===== src/rtl/xrun_pkg.sv =====
package xrun_pkg;

   typedef enum logic {
      TOK_OUT = 1'b0,
      TOK_IN  = 1'b1
   } tok_kind_e;

   // true when a packet count has reached the stated fill limit
   function automatic logic fill_reached(input int unsigned cnt, input int unsigned lim);
      return cnt >= lim;
   endfunction

endpackage


===== src/rtl/xrun_tok_decode.sv =====
module xrun_tok_decode
   import xrun_pkg::*;
#(
   parameter int NUM_EP = 4,
   parameter int EP_W   = 4
) (
   input  logic              tok_valid,
   input  logic              tok_is_in,
   input  logic [EP_W-1:0]   tok_ep,
   input  logic [NUM_EP-1:0] iso_en,
   output logic [NUM_EP-1:0] out_hit,
   output logic [NUM_EP-1:0] in_hit
);

   tok_kind_e kind;
   assign kind = tok_kind_e'(tok_is_in);

   for (genvar i = 0; i < NUM_EP; i++) begin : g_ep
      localparam logic [EP_W-1:0] EP_NUM = EP_W'(i + 1);
      logic sel;
      assign sel        = tok_valid && (tok_ep == EP_NUM) && iso_en[i];
      assign out_hit[i] = sel && (kind == TOK_OUT);
      assign in_hit[i]  = sel && (kind == TOK_IN);
   end

endmodule


===== src/rtl/xrun_ep_cond.sv =====
module xrun_ep_cond
   import xrun_pkg::*;
#(
   parameter int CNT_W     = 2,
   parameter int OUT_DEPTH = 2
) (
   input  logic             out_hit,
   input  logic             in_hit,
   input  logic [CNT_W-1:0] out_cnt,
   input  logic             in_has_data,
   output logic             ovr_ev,
   output logic             udr_ev
);

   logic full;
   assign full   = fill_reached(int'(out_cnt), OUT_DEPTH);
   assign ovr_ev = out_hit && full;
   assign udr_ev = in_hit && !in_has_data;

endmodule


===== src/rtl/xrun_pulse_stage.sv =====
module xrun_pulse_stage #(
   parameter int NUM_EP    = 4,
   parameter bit PULSE_REG = 1'b1
) (
   input  logic              clk,
   input  logic              rst_n,
   input  logic [NUM_EP-1:0] ovr_ev,
   input  logic [NUM_EP-1:0] udr_ev,
   output logic [NUM_EP-1:0] ovr_pulse,
   output logic [NUM_EP-1:0] udr_pulse
);

   if (PULSE_REG) begin : g_reg
      always_ff @(posedge clk or negedge rst_n) begin
         if (!rst_n) begin
            ovr_pulse <= '0;
            udr_pulse <= '0;
         end else begin
            ovr_pulse <= ovr_ev;
            udr_pulse <= udr_ev;
         end
      end
   end else begin : g_comb
      assign ovr_pulse = ovr_ev;
      assign udr_pulse = udr_ev;
   end

endmodule


===== src/rtl/xrun_sticky_flag.sv =====
module xrun_sticky_flag (
   input  logic clk,
   input  logic rst_n,
   input  logic set_ev,
   input  logic clr_req,
   output logic flag
);

   always_ff @(posedge clk or negedge rst_n) begin
      if (!rst_n)       flag <= 1'b0;
      else if (set_ev)  flag <= 1'b1;
      else if (clr_req) flag <= 1'b0;
   end

endmodule


===== src/rtl/iso_xrun_detect.sv =====
module iso_xrun_detect #(
   parameter int NUM_EP    = 4,
   parameter int EP_W      = 4,
   parameter int CNT_W     = 2,
   parameter int OUT_DEPTH = 2,
   parameter bit PULSE_REG = 1'b1
) (
   input  logic                    clk,
   input  logic                    rst_n,
   input  logic                    tok_valid,
   input  logic                    tok_is_in,
   input  logic [EP_W-1:0]         tok_ep,
   input  logic [NUM_EP-1:0]       iso_en,
   input  logic [NUM_EP*CNT_W-1:0] out_pkt_cnt,
   input  logic [NUM_EP-1:0]       in_has_data,
   input  logic                    irq_clr,
   output logic [NUM_EP-1:0]       ovr_pulse,
   output logic [NUM_EP-1:0]       udr_pulse,
   output logic                    xrun_flag
);

   localparam int MAX_EP_NUM = (1 << EP_W) - 1;
   localparam int MIN_CNT_W  = $clog2(OUT_DEPTH + 1);

   initial begin
      if (NUM_EP < 1 || NUM_EP > MAX_EP_NUM)
         $fatal(1, "NUM_EP must be 1..%0d", MAX_EP_NUM);
      if (OUT_DEPTH < 1)
         $fatal(1, "OUT_DEPTH must be at least 1");
      if (CNT_W < MIN_CNT_W)
         $fatal(1, "CNT_W must be at least %0d", MIN_CNT_W);
   end

   logic [NUM_EP-1:0] out_hit, in_hit;
   logic [NUM_EP-1:0] ovr_ev, udr_ev;
   logic              any_ev;

   xrun_tok_decode #(.NUM_EP(NUM_EP), .EP_W(EP_W)) dec_i (
      .tok_valid (tok_valid),
      .tok_is_in (tok_is_in),
      .tok_ep    (tok_ep),
      .iso_en    (iso_en),
      .out_hit   (out_hit),
      .in_hit    (in_hit)
   );

   for (genvar i = 0; i < NUM_EP; i++) begin : g_cond
      xrun_ep_cond #(.CNT_W(CNT_W), .OUT_DEPTH(OUT_DEPTH)) cond_i (
         .out_hit     (out_hit[i]),
         .in_hit      (in_hit[i]),
         .out_cnt     (out_pkt_cnt[i*CNT_W +: CNT_W]),
         .in_has_data (in_has_data[i]),
         .ovr_ev      (ovr_ev[i]),
         .udr_ev      (udr_ev[i])
      );
   end

   assign any_ev = (|ovr_ev) || (|udr_ev);

   xrun_pulse_stage #(.NUM_EP(NUM_EP), .PULSE_REG(PULSE_REG)) pls_i (
      .clk       (clk),
      .rst_n     (rst_n),
      .ovr_ev    (ovr_ev),
      .udr_ev    (udr_ev),
      .ovr_pulse (ovr_pulse),
      .udr_pulse (udr_pulse)
   );

   xrun_sticky_flag flg_i (
      .clk     (clk),
      .rst_n   (rst_n),
      .set_ev  (any_ev),
      .clr_req (irq_clr),
      .flag    (xrun_flag)
   );

endmodule


===== config.mk =====
export PLATFORM = sky130hd
export DESIGN_NAME = iso_xrun_detect
export DESIGN_NICKNAME = d
export VERILOG_FILES = /design/src/rtl/xrun_pkg.sv /design/src/rtl/xrun_tok_decode.sv /design/src/rtl/xrun_ep_cond.sv /design/src/rtl/xrun_pulse_stage.sv /design/src/rtl/xrun_sticky_flag.sv /design/src/rtl/iso_xrun_detect.sv
export SDC_FILE = /design/constraint.sdc
export NUM_CORES = 1
export LEC_CHECK = 0
export ABC_AREA = 1
export ABC_CLOCK_PERIOD_IN_PS = 900
export BUFFER_PORTS_ARGS = -buffer_cell sky130_fd_sc_hd__buf_2
export CAP_MARGIN = 20
export CELL_PAD_IN_SITES_DETAIL_PLACEMENT = 1
export CELL_PAD_IN_SITES_GLOBAL_PLACEMENT = 1
export CORE_UTILIZATION = 26
export CTS_BUF_LIST = sky130_fd_sc_hd__clkbuf_8
export DETAILED_ROUTE_END_ITERATION = 16
export GPL_TIMING_DRIVEN = 0
export HOLD_SLACK_MARGIN = 0.03
export PLACE_DENSITY = 0.74
export SLEW_MARGIN = 10
export SYNTH_ARGS = -nofsm -noshare
export SYNTH_HDL_FRONTEND = slang
export SYNTH_SLANG_ARGS = --single-unit

===== constraint.sdc =====
create_clock -name clk -period 0.9 [get_ports clk]
set_input_delay 0.09 -clock clk [delete_from_list [all_inputs] [get_ports clk]]
set_output_delay 0.09 -clock clk [all_outputs]
set_load 0.02 [all_outputs]

==> metrics.csv <==
metric;value;unit
cp.buffers_inverters;1;
synthesis.yosys.warnings;0;
chipWidth;44.54;µm
run_status;complete, no violations;
antenna-diode-count;0;
report.final.hold_viol_count;0;
wire_length_of_the_first_global_routing_pass;1690;µm
clock_network_latency_to_the_later_pin_of_the_worst_skew_pair;0.23;ns
slew_headroom;86.12;%
worst_setup_path_end_kind;output port;
power_density;1384;mW/mm²
detail_route.wirelength;1013;µm
synth_top_cell_area_share;47.87;%
p_total;971.2;µW
start_util;27.55;%
grt.overflow.total;0;
total_leakage_power;0.0005075;µW
drt-vias-per-instance;3.959;
cpPeakStageDelay;0.37;ns
yosysTopAreaCell;sky130_fd_sc_hd__dfrtp_1;
cts.root.buffer_cell;sky130_fd_sc_hd__clkbuf_8;
worst_clock_skew;0;ns
crit_family;flip-flops;
max_freq;1.182;GHz
syn-num-nets;89;
starting_drt_drc_count;1;
syn2layout_area_growth;49.20;%
worstPathRequired;0.81;ns
post_drt_wl_per_cell;8.236;µm
min_delay_path_depth;3;
setup.worst_path.start;flg_i.flag;
num_vias;487;
hold_start;in_has_data[0];
layout_commonest_cell;sky130_fd_sc_hd__buf_2;
setup_ws;0.05401;ns
synth_area;470.5;µm²
tritoncts_clock_tree;done;
crit_path_top_delay_cell;sky130_fd_sc_hd__dfrtp_1;
post_dp_cell_area;646.9;µm²
cts.hold.buffers_added;1;
period_minus_slack;0.8460;ns
max_cap_violation_count;0;
post-cts-setup-buffer-count;0;
portBuffers;29;
largest_net_degree_at_the_start_of_global_routing;10;
design.portCount;34;
cts_max_path_buffers;2;
r2r_start;flg_i.flag;
tightestPinTransition;0.2080;ns
timing.final.setup_violations;0;
core-area;0.001708;mm²
synth_seq_area_share;47.87;%
layout.cells.most_common_list;29 x sky130_fd_sc_hd__buf_2, 18 x sky130_fd_sc_hd__inv_1, 14 x sky130_fd_sc_hd__nor2_1;
syn_inst;64;
vdd.ir_drop.worst;0.0004837;V
crit_path_max_fanout;2;
pre_cts_slack;-0.007199;ns
layout.cell_area.non_filler;701.9;µm²
synth_area_leaders;sky130_fd_sc_hd__dfrtp_1 48%, sky130_fd_sc_hd__inv_1 14%, sky130_fd_sc_hd__nor2_1 11%, sky130_fd_sc_hd__nand3_1 8.5%, sky130_fd_sc_hd__nand2_1 6.4%;
first_global_vias;436;
antenna_left;0;
post-dp-hpwl;901.8;µm
cp_cell_sequence;buf_2;
critPathKind;flop to output port;
timing.hold.worst.class;primary input to flop;
grt_setup_unrepaired;false;
die_height;44.54;µm
drc;0;
maxSlewViolCount;0;
syn_area_per_cell;7.351;µm²
post_cts_resized;0;
clock_tree.htree_level_count;1;
groute.usage.overall;12.34;%
dieArea;0.001983;mm²
grt_antenna_before_repair;0;
fillCellCount;218;
post_synth_num_cell_types;11;
critical_path.startpoint_type;flop;
synth.ff_latch_count;9;
final_layout_size_suffix_gt1_share;39.80;%
drt_pass1_iterations;3;
critPathArrivalTime;0.76;ns
placementRows;15;
clk_transition_reported_paths;0.04;ns
fin_crit_sh;94.00;%
worst_r2r_path_depth;4;
clock_sink_count;9;
cts-buffers-inserted;3;
place.gp.congestion;0.7177;
nets;124;
crit_cells;1;
## power breakdown
group          internal (µW)  switching (µW)  leakage [µW]
registers                410            1.36      0.000125
logic                   55.1            65.3      0.000355
clock network            295             144     0.0000269
## cells in the mapped netlist
cell / n
sky130_fd_sc_hd__nor2_2: 1
sky130_fd_sc_hd__nand2_1: 8
sky130_fd_sc_hd__or2_4: 1
sky130_fd_sc_hd__inv_1: 17
sky130_fd_sc_hd__nor2_1: 14
sky130_fd_sc_hd__dfrtp_1: 9
sky130_fd_sc_hd__inv_2: 3
sky130_fd_sc_hd__nand3_1: 8
sky130_fd_sc_hd__o21ai_0: 1
sky130_fd_sc_hd__nand2_4: 1
sky130_fd_sc_hd__nor3_4: 1
## sequential cells by signal, indices dropped and copies added, names as in the netlist
register / count
pls_i.udr_pulse: 4
pls_i.ovr_pulse: 4
flg_i.flag: 1
## metrics by stage
stage / instances / hold WS, ns / utilization (%) / setup TNS, ns
final: 123 / 0.1249 / 41.10 / 0
after global routing: 123 / 0.1294 / 41.10 / 0
after CTS: 123 / 0.1240 / 41.10 / 0
after detailed placement: 118 / -0.05848 / 37.88 / -0.007199
after global placement: 118 / -0.05925 / 37.88 / 0
after floorplan: 64 / -0.2056 / - / 0
## area by class of cell
cell class / instances / area [µm²] / share of cell area (%)
clock buffer: 3 / 41.29 / 5.882
clock inverter: 1 / 3.754 / 0.5348
inverter: 20 / 75.07 / 10.70
multi-input combinational: 35 / 170.2 / 24.24
sequential: 9 / 225.2 / 32.09
tap: 25 / 31.28 / 4.456
timing repair buffer: 30 / 155.1 / 22.10
## per-layer routing
metal  share of wire (%)  track usage, %  routed length [µm]
met5                   0               0                   0
met4                 2.2           10.91                  22
met3                 6.0           1.224                  61
met2                  49           20.29                 494
met1                  43           14.07                 435
## final timing paths
check,slack [ns],end
max,0.05,xrun_flag
min,0.12,pls_i.udr_pulse[0]
max reg2reg,0.16,flg_i.flag
min reg2reg,0.66,flg_i.flag
max in group asynchronous,0.49,pls_i.ovr_pulse[0]
min in group asynchronous,0.25,pls_i.udr_pulse[3]
## logic make-up (layout without fill, tap and decap cells)
group,count (synthesis),in the layout,synth area share [%]
AND/OR/NAND/NOR,34,34,35.11
buffers and inverters,20,54,15.96
flip-flops,9,9,47.87
AO/OA/AOI/OAI,1,1,1.063
(Power assumes the default switching activity.)
